===== src/rtl/upd_pkg.sv =====
package upd_pkg;

    localparam int FN_W = 4;

    typedef enum logic [FN_W-1:0] {
        FN_PASS_A   = 4'd0,
        FN_INC_A    = 4'd1,
        FN_ADD      = 4'd2,
        FN_ADD_P1   = 4'd3,
        FN_ADD_NB   = 4'd4,
        FN_SUB      = 4'd5,
        FN_DEC_A    = 4'd6,
        FN_PASS_A_C = 4'd7,
        FN_AND      = 4'd8,
        FN_OR       = 4'd9,
        FN_XOR      = 4'd10,
        FN_NOT_A    = 4'd11,
        FN_PASS_B   = 4'd12,
        FN_SHR_B    = 4'd13,
        FN_SHL_B    = 4'd14,
        FN_ROL_B    = 4'd15
    } fn_code_e;

    typedef struct packed {
        logic zero;
        logic neg;
        logic carry;
        logic ovf;
    } status_t;

endpackage


===== src/rtl/upd_regfile.sv =====
module upd_regfile #(
    parameter int W  = 8,
    parameter int AW = 3
) (
    input  logic          clk,
    input  logic          rst_n,
    input  logic [AW-1:0] rd_a_addr,
    input  logic [AW-1:0] rd_b_addr,
    output logic [W-1:0]  rd_a_data,
    output logic [W-1:0]  rd_b_data,
    input  logic          wr_en,
    input  logic [AW-1:0] wr_addr,
    input  logic [W-1:0]  wr_data
);

    localparam int NREG = 1 << AW;

    logic [W-1:0]    regs [NREG];
    logic [NREG-1:0] wr_sel;

    for (genvar gi = 0; gi < NREG; gi++) begin : g_wdec
        assign wr_sel[gi] = wr_en && (wr_addr == AW'(gi));
    end

    always_ff @(posedge clk or negedge rst_n) begin
        if (!rst_n) begin
            for (int i = 0; i < NREG; i++) regs[i] <= '0;
        end else begin
            for (int i = 0; i < NREG; i++) begin
                if (wr_sel[i]) regs[i] <= wr_data;
            end
        end
    end

    // Reads see the contents before any write of the same edge.
    assign rd_a_data = regs[rd_a_addr];
    assign rd_b_data = regs[rd_b_addr];

    AST_ONE_WRITE: assert property (@(posedge clk) disable iff (!rst_n)
        $onehot0(wr_sel));

    AST_WRITE_LANDS: assert property (@(posedge clk) disable iff (!rst_n)
        wr_en |=> regs[$past(wr_addr)] == $past(wr_data));

endmodule


===== src/rtl/upd_func_unit.sv =====
module upd_func_unit
    import upd_pkg::*;
#(
    parameter int W = 8
) (
    input  logic [W-1:0]    op_a,
    input  logic [W-1:0]    op_b,
    input  logic [FN_W-1:0] fn,
    output logic [W-1:0]    result,
    output status_t         status
);

    logic [W-1:0] add_x;
    logic [W:0]   sum;
    logic         cin;
    logic         ovf_raw;

    // Adder operand select for the arithmetic half of the code space.
    always_comb begin
        unique case (fn[2:1])
            2'b00: add_x = '0;
            2'b01: add_x = op_b;
            2'b10: add_x = ~op_b;
            2'b11: add_x = '1;
        endcase
        cin     = fn[0];
        sum     = {1'b0, op_a} + {1'b0, add_x} + {{W{1'b0}}, cin};
        ovf_raw = (op_a[W-1] == add_x[W-1]) && (sum[W-1] != op_a[W-1]);
    end

    always_comb begin
        result       = '0;
        status.carry = 1'b0;
        status.ovf   = 1'b0;
        if (!fn[3]) begin
            result       = sum[W-1:0];
            status.carry = sum[W];
            status.ovf   = ovf_raw;
        end else begin
            unique case (fn_code_e'(fn))
                FN_AND:    result = op_a & op_b;
                FN_OR:     result = op_a | op_b;
                FN_XOR:    result = op_a ^ op_b;
                FN_NOT_A:  result = ~op_a;
                FN_PASS_B: result = op_b;
                FN_SHR_B:  result = {1'b0, op_b[W-1:1]};
                FN_SHL_B:  result = {op_b[W-2:0], 1'b0};
                FN_ROL_B:  result = {op_b[W-2:0], op_b[W-1]};
                default:   result = sum[W-1:0];
            endcase
        end
        status.zero = (result == '0);
        status.neg  = result[W-1];
    end

endmodule


===== src/rtl/uop_pipe_datapath.sv =====
module uop_pipe_datapath
    import upd_pkg::*;
#(
    parameter int W  = 8,
    parameter int AW = 3
) (
    input  logic          clk,
    input  logic          rst_n,
    input  logic          cw_valid,
    input  logic [AW-1:0] cw_dst,
    input  logic [AW-1:0] cw_src_a,
    input  logic [AW-1:0] cw_src_b,
    input  logic          cw_sel_const,
    input  logic [3:0]    cw_func,
    input  logic          cw_sel_in,
    input  logic          cw_wr_en,
    input  logic [W-1:0]  const_in,
    input  logic [W-1:0]  data_in,
    output logic [W-1:0]  addr_out,
    output logic [W-1:0]  data_out,
    output logic          st_zero,
    output logic          st_neg,
    output logic          st_carry,
    output logic          st_ovf
);

    // Execute-stage pipeline register: operands plus fields still needed.
    typedef struct packed {
        logic            valid;
        logic [W-1:0]    a;
        logic [W-1:0]    b;
        logic [FN_W-1:0] fn;
        logic [AW-1:0]   dst;
        logic            sel_in;
        logic            wr_en;
    } ex_stage_t;

    // Write-back pipeline register: result and write controls.
    typedef struct packed {
        logic          valid;
        logic [W-1:0]  f;
        logic [AW-1:0] dst;
        logic          sel_in;
        logic          wr_en;
    } wb_stage_t;

    ex_stage_t    ex_q;
    wb_stage_t    wb_q;
    logic [W-1:0] rf_a;
    logic [W-1:0] rf_b;
    logic [W-1:0] bus_b;
    logic [W-1:0] fu_f;
    status_t      fu_st;
    logic         rf_we;
    logic [W-1:0] rf_wd;

    // ---------------- operand fetch ----------------
    upd_regfile #(.W(W), .AW(AW)) u_rf (
        .clk       (clk),
        .rst_n     (rst_n),
        .rd_a_addr (cw_src_a),
        .rd_b_addr (cw_src_b),
        .rd_a_data (rf_a),
        .rd_b_data (rf_b),
        .wr_en     (rf_we),
        .wr_addr   (wb_q.dst),
        .wr_data   (rf_wd)
    );

    assign bus_b = cw_sel_const ? const_in : rf_b;

    always_ff @(posedge clk or negedge rst_n) begin
        if (!rst_n) begin
            ex_q <= '0;
        end else begin
            ex_q.valid  <= cw_valid;
            ex_q.a      <= rf_a;
            ex_q.b      <= bus_b;
            ex_q.fn     <= cw_func;
            ex_q.dst    <= cw_dst;
            ex_q.sel_in <= cw_sel_in;
            ex_q.wr_en  <= cw_wr_en;
        end
    end

    // ---------------- execute ----------------
    upd_func_unit #(.W(W)) u_fu (
        .op_a   (ex_q.a),
        .op_b   (ex_q.b),
        .fn     (ex_q.fn),
        .result (fu_f),
        .status (fu_st)
    );

    assign addr_out = ex_q.a;
    assign data_out = ex_q.b;
    assign st_zero  = fu_st.zero;
    assign st_neg   = fu_st.neg;
    assign st_carry = fu_st.carry;
    assign st_ovf   = fu_st.ovf;

    always_ff @(posedge clk or negedge rst_n) begin
        if (!rst_n) begin
            wb_q <= '0;
        end else begin
            wb_q.valid  <= ex_q.valid;
            wb_q.f      <= fu_f;
            wb_q.dst    <= ex_q.dst;
            wb_q.sel_in <= ex_q.sel_in;
            wb_q.wr_en  <= ex_q.wr_en;
        end
    end

    // ---------------- write-back ----------------
    assign rf_we = wb_q.valid && wb_q.wr_en;
    assign rf_wd = wb_q.sel_in ? data_in : wb_q.f;

    AST_WB_ORIGIN: assert property (@(posedge clk) disable iff (!rst_n)
        rf_we |-> $past(cw_valid && cw_wr_en, 2));

    AST_WB_DEST: assert property (@(posedge clk) disable iff (!rst_n)
        rf_we |-> (wb_q.dst == $past(cw_dst, 2)));

    AST_CONST_STAGE: assert property (@(posedge clk) disable iff (!rst_n)
        ($past(rst_n) && $past(cw_sel_const)) |-> (data_out == $past(const_in)));

    AST_LOGIC_NO_CV: assert property (@(posedge clk) disable iff (!rst_n)
        ex_q.fn[3] |-> (!st_carry && !st_ovf));

    AST_ZERO_NOT_NEG: assert property (@(posedge clk) disable iff (!rst_n)
        st_zero |-> !st_neg);

endmodule


===== config.mk =====
export PLATFORM = sky130hd
export DESIGN_NAME = uop_pipe_datapath
export DESIGN_NICKNAME = d
export VERILOG_FILES = /design/src/rtl/upd_pkg.sv /design/src/rtl/upd_regfile.sv /design/src/rtl/upd_func_unit.sv /design/src/rtl/uop_pipe_datapath.sv
export SDC_FILE = /design/constraint.sdc
export NUM_CORES = 1
export LEC_CHECK = 0
export BUFFER_PORTS_ARGS = -buffer_cell sky130_fd_sc_hd__buf_2
export CORE_MARGIN = 4
export CORE_UTILIZATION = 55
export DETAILED_ROUTE_END_ITERATION = 10
export HOLD_SLACK_MARGIN = 0.08
export PLACE_DENSITY = 0.83
export SYNTH_ARGS = -nofsm -noshare
export SYNTH_HDL_FRONTEND = slang
export SYNTH_SLANG_ARGS = --single-unit

===== constraint.sdc =====
create_clock -name clk -period 3.9 [get_ports clk]
set_input_delay 0.39 -clock clk [delete_from_list [all_inputs] [get_ports clk]]
set_output_delay 0.39 -clock clk [all_outputs]
set_load 0.01 [all_outputs]

-- Yosys cells after proc, flatten, opt, wreduce, memory -nomap -nowiden
Cells that the tools add are included.
- flip-flop bits (word level): 104
- bits of input ports: 35
- output and inout bits: 20
- logic and storage cells: 76
- add/subtract/negate cells: 2
- order comparisons: 2
- eq/ne operators: 20
- mux-type cells: 12
- bitwise operators: 7
- reduce and logical (&&, ||, !) cells: 13
- operators with widths (cell ; number):
    $pmux 8 s8 ; 1
    $mux 8 ; 7
    $bmux 8 s3 ; 2
    $eq 4x4->1 const B ; 8
    $pmux 8 s4 ; 1
    $not 8->8 ; 2
    $eq 3x3->1 const B ; 4
    $logic_and 1x1->1 ; 10
    $add 8x8->9 ; 1
    $add 9x1->9 ; 1
    $and 8x8->8 ; 1
    $ge 4x4->1 const B ; 2
    $logic_not 8->1 ; 1
    $not 3->4 ; 2
    $or 8x8->8 ; 1
    $xor 8x8->8 ; 1
    $eq 3x2->1 const B ; 2
    $eq 2x2->1 const B ; 2
    $eq 3x1->1 const B ; 1
    $logic_not 3->1 ; 1
    $eq 2x1->1 const B ; 1
    $logic_not 2->1 ; 1
    $mux 2 ; 1
    $eq 1x1->1 ; 1
    $ne 1x1->1 ; 1

-- Depth between registers and ports, before layout
Gate-level depths: netlist of run 1.
- depth in word-level cells: 7
- depth in mapped cells: 12
- gate-level depth less buffers: 10

-- Modules after synthesis
Synthesis of run 1 repeated with hierarchy kept, for this count alone.
- cells, all modules: 462
- area total of the unflattened synthesis: 6272.3 sq um
- modules (own cells, without submodules) (module ; times used ; cells each ; area each (sq um) ; seq. area each (sq um)):
    upd_regfile ; 1 ; 201 ; 3539.6 ; 1601.5
    uop_pipe_datapath ; 1 ; 75 ; 1390.1 ; 1001.0
    upd_func_unit ; 1 ; 186 ; 1342.5 ; 0.0

-- Worst setup path before layout of run 1
Ideal clock, no wire load.
- path type: reg2out
- start: register ex_q[6] (netlist name)
- end: output port st_zero
- data arrival time: 3.122 ns
- slack: 0.388 ns
- cell stages (with the launch flop): 13
- cells stage by stage: dfrtp_1 -> buf_6 -> buf_2 -> buf_1 -> mux2i_1 -> fa_1 -> fa_1 -> nand2b_1 -> a21oi_1 -> a21oi_1 -> o32a_1 -> and3_1 -> nor4_2
- longest elaborated chain between the ends: 7
- RTL lines (item ; RTL line ; text):
    $eq 2x2->1 (tied with other cells) ; upd_func_unit.sv:20 ; unique case (fn[2:1])
    $pmux 8 s4 ; upd_func_unit.sv:20 ;
    $add 8x8->9 ; upd_func_unit.sv:27 ; sum = {1'b0, op_a} + {1'b0, add_x} + {{W{1'b0}}, cin};
    $add 9x1->9 ; upd_func_unit.sv:27 ;
    $pmux 8 s8 ; upd_func_unit.sv:40 ; unique case (fn_code_e'(fn))
    $mux 8 * ; upd_func_unit.sv:35 ; if (!fn[3]) begin
    net fu_f[6] ; uop_pipe_datapath.sv:52 ; logic [W-1:0] fu_f;
    $logic_not 8->1 * ; upd_func_unit.sv:52 ; status.zero = (result == '0);
    end: declaration ; uop_pipe_datapath.sv:21 ; output logic st_zero,
The timed path passes the listed nets; every way through them passes the cells marked *.

-- Worst setup path after layout of run 1
- start: register ex_q, in the netlist data_out[0]
- end: output port st_zero
- longest elaborated chain between the ends: 7
- RTL lines (item ; RTL line ; text):
    start: declaration ; uop_pipe_datapath.sv:47 ; ex_stage_t ex_q;
    $not 8->8 ; upd_func_unit.sv:23 ; 2'b10: add_x = ~op_b;
    $pmux 8 s4 * ; upd_func_unit.sv:20 ;
    $add 8x8->9 * ; upd_func_unit.sv:27 ;
    $add 9x1->9 * ; upd_func_unit.sv:27 ;
    $pmux 8 s8 ; upd_func_unit.sv:40 ;
    $mux 8 * ; upd_func_unit.sv:35 ;
    net fu_f[6] ; uop_pipe_datapath.sv:52 ;
    $logic_not 8->1 * ; upd_func_unit.sv:52 ;
Marked as above.

==> flow_summary.ini, run 1 <==
[status]
status = finished clean

[routing]
post_drt_wl_per_cell_um = 18.7
routed-via-count = 4280
drc_errors = 0
drt_iter0_markers = 369
via_per_inst = 6.05
dr.pass1.iters = 8
antenna_left = 0
routed_wl_um = 13300

[worst_hold_path]
hold_start = cw_wr_en
hold_path.class = in2reg

[setup_path]
startpoint = data_out[0]
crit_arrival_ns = 3.35
worst-path-max-fanout = 6
crit_path_start_kind = flip-flop
worst_setup_path_end_kind = primary output
reg2reg_from = data_out[0]
crit_type = reg2out
cp.required_ns = 3.51

[synth]
ys_ff_latch = 104
synth_largest_area_cell = dfrtp_1
synth-edff-count = 0
synthCells = 548
syn_avg_cell_area_um2 = 10.6
yosysUniqueCellTypes = 59
synth_seq_area_share_pct = 44.6
synth_area_mm2 = 0.00583
async_reset_ff_share_pct = 100
yosys.area.top_type_share_pct = 44.6
synth_area_leaders = dfrtp_1 45%, mux4_2 12%, ha_1 4.9%, a21oi_1 4.7%, mux2i_1 4.5%
yosys_warnings = 0
synth_nets = 608
ys.flop_type = dfrtp_1

[pwr]
comb_power_share_pct = 34.6
p_int_uw = 2160
clkPwrFrac_pct = 18.2
power.switching_uw = 1230
p_leak_uw = 0.00270
p_total_uw = 3390
vdd_drop_max_mv = 0.238
p_per_area_mw_per_mm2 = 546
swShare_pct = 36.3
pwr-share-seq_pct = 47.2

[layout]
multiInputGateArea_mm2 = 0.00287
fin_util_pct = 60.1
antenna_cells = 0
drive_gt1_share_pct = 21.9
fillCellCount = 813
area_growth_syn_to_layout_pct = 6.42
ff_latch_area_mm2 = 0.00260
nNetsFinal = 627
instances_no_fill = 708

[global_routing]
grt_pass1_wl_um = 21300
grt_use_total_pct = 21.7
grt_pass1_vias = 4221
antenna_found_initial = 0
grt_max_degree = 82
overflow = 0

[clock_tree]
cts_buffer_depth = 2
numCtsBuffers = 9
cts_hold_buf = 0
clock_latency_ns = 0.37
cts.sinks = 104
clk_pin_slew_ns = 0.10
cts_tree = built
root_buffer = clkbuf_8
post_cts_buffers = 0
cts_htree_levels = 3

[placement]
place.gp.congestion = 0.909
dp_slack_ns = 0.509
io_buffers = 54
place_inst = 692
dp_hpwl_um = 9490

[sta]
slew_violations = 0
clock.fmax_mhz = 267
hold_violations = 0
fin_crit_ns = 3.74
fin_ws_ns = 0.156
finalSetupViolations = 0
tightestPinTransition_ns = 1.31
slew_headroom_pct = 12.2
finClkSkew_ns = 0.00962
setup_tns_ns = 0
timing.final.crit_share_pct = 96.0

[floorplanning]
die_area_mm2 = 0.0123
row_count = 37
initial_core_util_pct = 56.5
fp.coreArea_mm2 = 0.0103
die_y_um = 111
die_w_um = 111
num_io_pins = 55

[job]
maxCapViolCount = 0
## placed cells by master (no fill, tap or decap), drive strengths merged, types with 8 or more instances in the layout
| cell type | instances |
|---|---|
| a21oi | 55 |
| o21ai | 41 |
| nand2b | 8 |
| ha | 23 |
| clkbuf | 9 |
| mux2 | 10 |
| nand3 | 9 |
| mux4 | 32 |
| nor2 | 64 |
| buf | 58 |
| nor2b | 8 |
| mux2i | 26 |
| dfrtp | 104 |
| nand2 | 45 |
| inv | 25 |
## synthesized netlist by cell type (all sizes together), types with 9 or more instances
master  number
dfrtp      104
nor2        64
a21oi       55
mux4        32
nand3        9
nand2       45
mux2i       26
ha          23
o21ai       41
inv         21
clkbuf      16
mux2        10
buf         34
## sequential cells by signal, summed over array words and instances (netlist names)
register and cells:
u_rf.regs 64, addr_out 8, ex_q 10, wb_q 14, data_out 8
## metal layers
metal | up-vias | track usage (%) | wire length, um
li1 | 1974 | - | -
met1 | 2100 | 27.5 | 5210
met2 | 171 | 38.3 | 6860
met3 | 35 | 3.77 | 881
met4 | 0 | 6.65 | 299
met5 | - | 0 | 0
## repair_timing
| item | 4_1_cts | 5_1_grt |
|---|---|---|
| gates resized for setup | 0 | 3 |
| endpoints found under the hold margin | 0 | 0 |
| setup endpoints to repair | 0 | 1 |
## final timing paths
| kind | end | slack, ns | cells after the start |
|---|---|---|---|
| setup / recovery | st_zero | 0.16 | 10 |
| hold / removal | ex_q[0] | 0.12 | 1 |
| setup reg to reg | wb_q[11] | 1.29 | 8 |
| hold reg to reg | wb_q[3] | 0.36 | 0 |
| max in group asynchronous | data_out[0] | 2.81 | 2 |
| min in group asynchronous | u_rf.regs[39] | 0.18 | 1 |
## through the flow
step / hold WS, ns / instance area (um2)
after floorplan: 0.0944 / 5830
after global placement: 0.334 / 6020
after detailed placement: 0.336 / 6020
after CTS: 0.105 / 6200
after global routing: 0.0960 / 6200
final: 0.118 / 6200
## area by class of cell
cell class | count | share of cell area (%)
Clock inverter | 7 | 0.847
Multi-Input combinational cell | 373 | 46.3
Tap cell | 136 | 2.74
Clock buffer | 9 | 2.00
Inverter | 21 | 1.27
Sequential cell | 104 | 42.0
Timing Repair Buffer | 58 | 4.88
## critical path, cell delays in order, from the launching register on
cell and delay, ns:
dfrtp_2 0.46, mux2i_1 0.14, fa_1 0.42, fa_1 0.44, nand2b_1 0.18, a21oi_2 0.19, a21oi_1 0.14, o32a_1 0.34
and3_1 0.17, nor4_2 0.31, buf_2 0.18
## power groups by stage
| stage | logic [uW] | clock network (uW) | registers, uW |
|---|---|---|---|
| floorplan | 943 | 0 | 1520 |
| global placement | 1100 | 0 | 1580 |
| detailed placement | 1160 | 0 | 1610 |
| CTS | 1170 | 630 | 1590 |
| global route | 1310 | 676 | 1630 |
| finish | 1170 | 619 | 1600 |
## logic make-up after synthesis
group,synth area share [%]
AOI/OAI and AO/OA,12.3
xor gates and xnor gates,0.601
adders and majority gates,5.62
buffers and inverters,6.16
DFF,44.6
muxes,18.8
and+or+nand+nor,11.9
Power figures use the tool's default switching activity.
==> run 2, diff against run 1 <==
--- a/config.mk
+++ b/config.mk
@@ -5,6 +5,7 @@
 export SDC_FILE = /design/constraint.sdc
 export NUM_CORES = 1
 export LEC_CHECK = 0
+export ABC_AREA = 1
 export BUFFER_PORTS_ARGS = -buffer_cell sky130_fd_sc_hd__buf_2
 export CORE_MARGIN = 4
 export CORE_UTILIZATION = 55
==> run 2 against run 1 <==
Clock skew rose by 0.0067 ns. First-iteration DRC count rose by 82%. Non-clock buffer count shrank 3. Routed wire length is 14% higher. Sequential share of layout area shrank 1.6 points. Power is 14% lower. Utilization fell by 0.63 points. Via count is 28% higher.
==> flow_summary.ini, run 2 <==
[clock_tree]
clk_pin_slew_ns = 0.11
cts.sinks = 104
post_cts_buffers = 0
cts_htree_levels = 3
numCtsBuffers = 9
ctsResizeCount = 0
cts_tree = built
cts_buffer_depth = 2
cts_hold_buf = 0
clock_latency_ns = 0.38
root_buffer = clkbuf_8

[synth]
yosys.area.top_type_share_pct = 42.7
synth_nets = 887
synth_compound_area_share_pct = 19.2
ys.flop_type = dfrtp_1
synth_largest_area_cell = dfrtp_1
syn_avg_cell_area_um2 = 7.36
synth_area_leaders = dfrtp_1 43%, nand2_1 11%, o21ai_0 11%, a21oi_1 5.6%, inv_1 5.0%
yosys-mux-area-fraction_pct = 0
yosys-top-cells-count = 186 x nand2_1, 132 x o21ai_0, 104 x dfrtp_1
synthXorXnorAreaFrac_pct = 0
synth_top_family_by_area = simple AND/OR/NAND/NOR gates
synth_simple_gate_area_share_pct = 22.5
yosys_warnings = 0
ys_ff_latch = 104
synth_fa_ha_area_share_pct = 5.38
synth-edff-count = 0
synth_seq_area_share_pct = 42.7
yosys.cell_count.top_type = nand2_1
synth_area_mm2 = 0.00609
synthCells = 827
async_reset_ff_share_pct = 100
yosysUniqueCellTypes = 28

[sta]
slew_violations = 0
slew_headroom_pct = 34.5
finalSetupViolations = 0
fin_crit_ns = 3.39
finClkSkew_ns = 0.0163
timing.hold.ws_ns = 0.105
timing.final.crit_share_pct = 87.0
rsz0062_at_grt = no
hold_violations = 0
tightestPinTransition_ns = 0.979
setup_tns_ns = 0
clock.fmax_mhz = 295

[global_routing]
grt_pass1_wl_um = 24700
grt_use_total_pct = 24.1
grt_max_degree = 77
overflow = 0
antenna_found_initial = 0
grt_pass1_vias = 5010

[pwr]
p_per_area_mw_per_mm2 = 453
p_leak_uw = 0.00320
vdd_drop_max_mv = 0.259

[setup_path]
worst_setup_path_end_kind = primary output
cp_top_family = adder cells
worst-path-max-fanout = 13
crit_arrival_ns = 3.00
crit_type = reg2out
critical-path-slowest-cell = dfrtp_1
path_common_cell = nand2_1
slowest_delay_ns = 0.59
cp.required_ns = 3.51
crit_path_start_kind = flip-flop
crit_path_cell_trace = nand2_1 > o21a_1 > fa_1 > fa_1 > inv_1 > nand2_1 > nand2_1 > nand3_1 > nand3_1 > nand3_1 > nand2_1 > nand2_1 > inv_1 > nand2_1 > nor2_1 > buf_2
critPathBufInv = 3

[placement]
place_inst = 969
dp_hpwl_um = 11100
place.gp.congestion = 0.936
io_buffers = 54

[routing]
drc_errors = 0
routed-via-count = 5496
routed_wl_um = 15100
via_per_inst = 5.58
drt_iter0_markers = 673
antenna_left = 0
post_drt_wl_per_cell_um = 15.4
dr.pass1.iters = 6

[floorplanning]
die_y_um = 113
fp.coreArea_mm2 = 0.0108
row_count = 38
die_area_mm2 = 0.0128
die_w_um = 113
num_io_pins = 55
initial_core_util_pct = 56.2

[layout]
area_growth_syn_to_layout_pct = 5.90
instances_no_fill = 985
largestRegisters = u_rf.regs: 64 flops, wb_q: 14 flops, ex_q: 10 flops
nNetsFinal = 900
mostFrequentLayoutCells = 186 x nand2_1, 132 x o21ai_0, 104 x dfrtp_1
fin_util_pct = 59.5
largest_reg_flops = 64
drive_gt1_share_pct = 10.3
top_register = u_rf.regs
antenna_cells = 0
final_common_cell = nand2_1
fillCellCount = 1038

[status]
status = finished clean

[worst_hold_path]
hold_path.class = in2reg

[job]
maxCapViolCount = 0
run 2: final cells by class:
class	instances	area, um2	share of cell area (%)
multi-input combinational	583	2860	44.4
sequential	104	2600	40.4
inverter	87	332	5.14
timing repair buffer	55	280	4.35
tap	140	175	2.72
clock buffer	10	138	2.13
clock inverter	6	56.3	0.873
run 2: final timing paths:
| kind | slack, ns | from | depth (start not counted) | endpoint |
|---|---|---|---|---|
| setup / recovery | 0.51 | ex_q[6] | 16 | st_zero |
| hold / removal | 0.10 | cw_dst[2] | 1 | ex_q[4] |
| setup reg to reg | 1.50 | ex_q[6] | 12 | wb_q[11] |
| hold reg to reg | 0.36 | ex_q[2] | 0 | wb_q[2] |
| max in group asynchronous | 2.81 | rst_n | 2 | u_rf.regs[43] |
| min in group asynchronous | 0.12 | rst_n | 1 | addr_out[1] |
run 2: cells by family (layout without fill, tap and decap cells):
family	count (synthesis)	count (layout)
fa+ha+maj	25	25
flops	104	104
buf+inv	140	158
simple gates	332	332
compound gates	226	226
run 2: per-stage QoR:
step | power, uW | setup slack (ns) | cell area [um2]
6_report | 2920 | 0.506 | 6450
5_1_grt | 3120 | 0.286 | 6450
4_1_cts | 2930 | 0.477 | 6450
3_5_place_dp | 2270 | 0.905 | 6250
3_3_place_gp | 2250 | 0.984 | 6250
2_1_floorplan | 2040 | 1.17 | 6090
run 2: report_power, final:
group / internal, uW / leakage, uW / total (uW) / switching, uW
logic: 290 / 0.00189 / 804 / 514
registers: 1300 / 0.00121 / 1460 / 162
clock network: 265 / 0.0000977 / 655 / 390
total: 1850 / 0.00320 / 2920 / 1070
run 2: per-layer routing:
layer	wire, um	global-route usage, %	up-vias	share of wire [%]
met2	7420	40.4	233	49
met4	267	6.97	0	1.8
met1	6420	32.4	2532	42
met3	1030	3.80	31	6.8
li1	-	-	2700	-
met5	0	0	-	0
==> run 3, diff against run 2 <==
--- a/config.mk
+++ b/config.mk
@@ -8,10 +8,11 @@
 export ABC_AREA = 1
 export BUFFER_PORTS_ARGS = -buffer_cell sky130_fd_sc_hd__buf_2
 export CORE_MARGIN = 4
-export CORE_UTILIZATION = 55
+export CORE_UTILIZATION = 54
 export DETAILED_ROUTE_END_ITERATION = 10
 export HOLD_SLACK_MARGIN = 0.08
-export PLACE_DENSITY = 0.83
+export PLACE_DENSITY = 0.84
+export SLEW_MARGIN = 10
 export SYNTH_ARGS = -nofsm -noshare
 export SYNTH_HDL_FRONTEND = slang
 export SYNTH_SLANG_ARGS = --single-unit
==> constraint.sdc (replaced) <==
create_clock -name clk -period 3.1 [get_ports clk]
set_input_delay 0.31 -clock clk [delete_from_list [all_inputs] [get_ports clk]]
set_output_delay 0.31 -clock clk [all_outputs]
set_load 0.01 [all_outputs]
==> run 3 against run 2 <==
Critical path depth unchanged. Worst hold slack got worse by 0.022 ns. Flip-flop and latch count unchanged. Final cell count grew 1.6%. Clock skew down 0.0092 ns. Register-to-register slack worse by 0.61 ns. Utilization increased by 2.4 points. Global-route usage rose by 0.51 points. First-iteration DRC count down 14%.
==> flow_summary.ini, run 3 (synthesis results as in run 2) <==
[clock_tree]
clock_latency_ns = 0.34
cts.sinks = 104
cts_htree_levels = 3
cts_tree = built
numCtsBuffers = 9
root_buffer = clkbuf_16
cts_buffer_depth = 2
clk_pin_slew_ns = 0.06

[worst_hold_path]
hold_start = cw_func[2]
hold_path.class = in2reg

[sta]
clock.fmax_mhz = 332
timing.hold.ws_ns = 0.0827
rsz0062_at_grt = yes
finalSetupViolations = 0
hold_violations = 0
slew_violations = 0
fin_crit_ns = 3.01
tightestPinTransition_ns = 1.10
finClkSkew_ns = 0.00710
slew_headroom_pct = 26.4
timing.final.crit_share_pct = 97.3
fin_ws_ns = 0.0852

[floorplanning]
row_count = 38
fp.coreArea_mm2 = 0.0109
num_io_pins = 55
die_w_um = 114
die_y_um = 114
initial_core_util_pct = 55.7
die_area_mm2 = 0.0130

[pwr]
p_total_uw = 4000
vdd_drop_max_mv = 0.341
p_leak_uw = 0.00333
p_per_area_mw_per_mm2 = 591

[setup_path]
startpoint = ex_q[7]
worst-path-max-fanout = 4
timing.rr.end = wb_q[11]
critical-path-slowest-cell = dfrtp_2
crit_path_start_kind = flip-flop
crit_type = reg2out
cp_top_family = adder cells
reg2reg_from = ex_q[7]
slowest_delay_ns = 0.44
cp-endpoint = st_zero
r2r_slack_ns = 0.89
critPathBufInv = 4
crit_arrival_ns = 2.70
cp.required_ns = 2.79
path_depth = 16
reg2reg_depth = 13
crit_path_cell_trace = clkinv_4 > o21a_1 > fa_2 > fa_2 > inv_2 > nand2_2 > nand2_2 > nand3_2 > nand3_2 > nand3_2 > nand2_2 > nand2_1 > inv_1 > nand2_1 > nor2_1 > buf_2
worst_setup_path_end_kind = primary output

[layout]
largest_reg_flops = 64
final_area_mm2 = 0.00676
drive_gt1_share_pct = 12.1
top_register = u_rf.regs
mostFrequentLayoutCells = 183 x nand2_1, 131 x o21ai_0, 103 x dfrtp_1
nNetsFinal = 917
area_growth_syn_to_layout_pct = 11.1
final_common_cell = nand2_1
antenna_cells = 0
fin_util_pct = 61.8
largestRegisters = u_rf.regs: 64 flops, wb_q: 14 flops, ex_q: 10 flops

[routing]
antenna_left = 0
post_drt_wl_per_cell_um = 15.7
routed_wl_um = 15700
dr.pass1.iters = 6
drc_errors = 0
drt_iter0_markers = 580
routed-via-count = 5500
via_per_inst = 5.49

[placement]
io_buffers = 54
placed_area_mm2 = 0.00628
dp_hpwl_um = 11000
place.gp.congestion = 0.973
dp_slack_ns = 0.269

[global_routing]
grt_max_degree = 57
grt_pass1_wl_um = 25500
grt_pass1_vias = 5151
grt_use_total_pct = 24.6
overflow = 0
antenna_found_initial = 0

[status]
status = finished clean

[job]
maxCapViolCount = 0
-- run 3: cell types whose count changed in the layout (fill, tap and decap cells not counted), moves of 2 or more --
| cell | before | now |
|---|---|---|
| clkbuf_8 | 10 | 0 |
| dlygate4sd3_1 | 0 | 10 |
| clkbuf_16 | 0 | 9 |
| buf_4 | 2 | 7 |
| nand3_1 | 50 | 46 |
| nand3_2 | 0 | 4 |
| inv_6 | 4 | 1 |
| nand2_1 | 186 | 183 |
| nand2_2 | 2 | 5 |
| buf_12 | 0 | 2 |
| clkinv_4 | 0 | 2 |
| fa_1 | 2 | 0 |
| fa_2 | 0 | 2 |
| inv_8 | 2 | 0 |
-- run 3: power breakdown --
part	switching, uW	internal [uW]	leakage, uW
Combinational	672	394	0.00198
Sequential	198	1640	0.00121
Clock	474	621	0.000135
Total	1340	2650	0.00333
-- run 3: cell type report --
type	count	area (um2)
flip-flops and latches	104	2600
multi-input cells	583	2900
clock buffers	10	229
inverters	87	337
clock inverters	5	58.8
fillers	1024	4170
repair buffers	72	458
well taps	140	175
-- run 3: per-stage QoR --
| step | setup TNS, ns | cells |
|---|---|---|
| global placement | 0 | 971 |
| floorplan | 0 | 827 |
| detailed placement | 0 | 971 |
| finish | 0 | 1001 |
| global route | -0.102 | 1001 |
| CTS | 0 | 996 |
-- run 3: how the worst min path moves through the flow --
stage                  endpoint  slack [ns]  cells past startpoint
CTS                     ex_q[7]        0.08                      1
detailed placement      wb_q[1]        0.33                      0
global route            ex_q[7]        0.08                      1
finish                  ex_q[7]        0.08                      1
floorplan           addr_out[0]        0.01                      0
global placement        wb_q[3]        0.33                      0
-- run 3: worst reg2reg max path, stage by stage, from the launching register on --
cell and delay, ns:
dfrtp_2 0.44, clkinv_4 0.08, o21a_1 0.21, fa_2 0.39
fa_2 0.35, inv_2 0.08, nand2_2 0.06, nand2_2 0.08
nand3_2 0.07, nand3_2 0.06, nand3_2 0.06, nand2_2 0.08
buf_4 0.10, inv_1 0.03
-- run 3: what timing repair did --
| action | 4_1_cts | 5_1_grt |
|---|---|---|
| endpoints found under the setup margin | 1 | 1 |
| pin swaps | 0 | 9 |
| hold buffers | 10 | 0 |
| setup buffers | 0 | 5 |
| endpoints found under the hold margin | 64 | 0 |
| gates resized for setup | 2 | 13 |
| gates cloned | 0 | 0 |
-- run 3: per-layer routing --
layer,share of wire [%],wire length (um),up-vias,global-route usage (%)
li1,-,-,2737,-
met1,42,6610,2522,32.8
met2,49,7780,205,40.7
met3,5.5,866,36,2.80
met4,3.1,487,0,10.6
met5,0,0,-,0
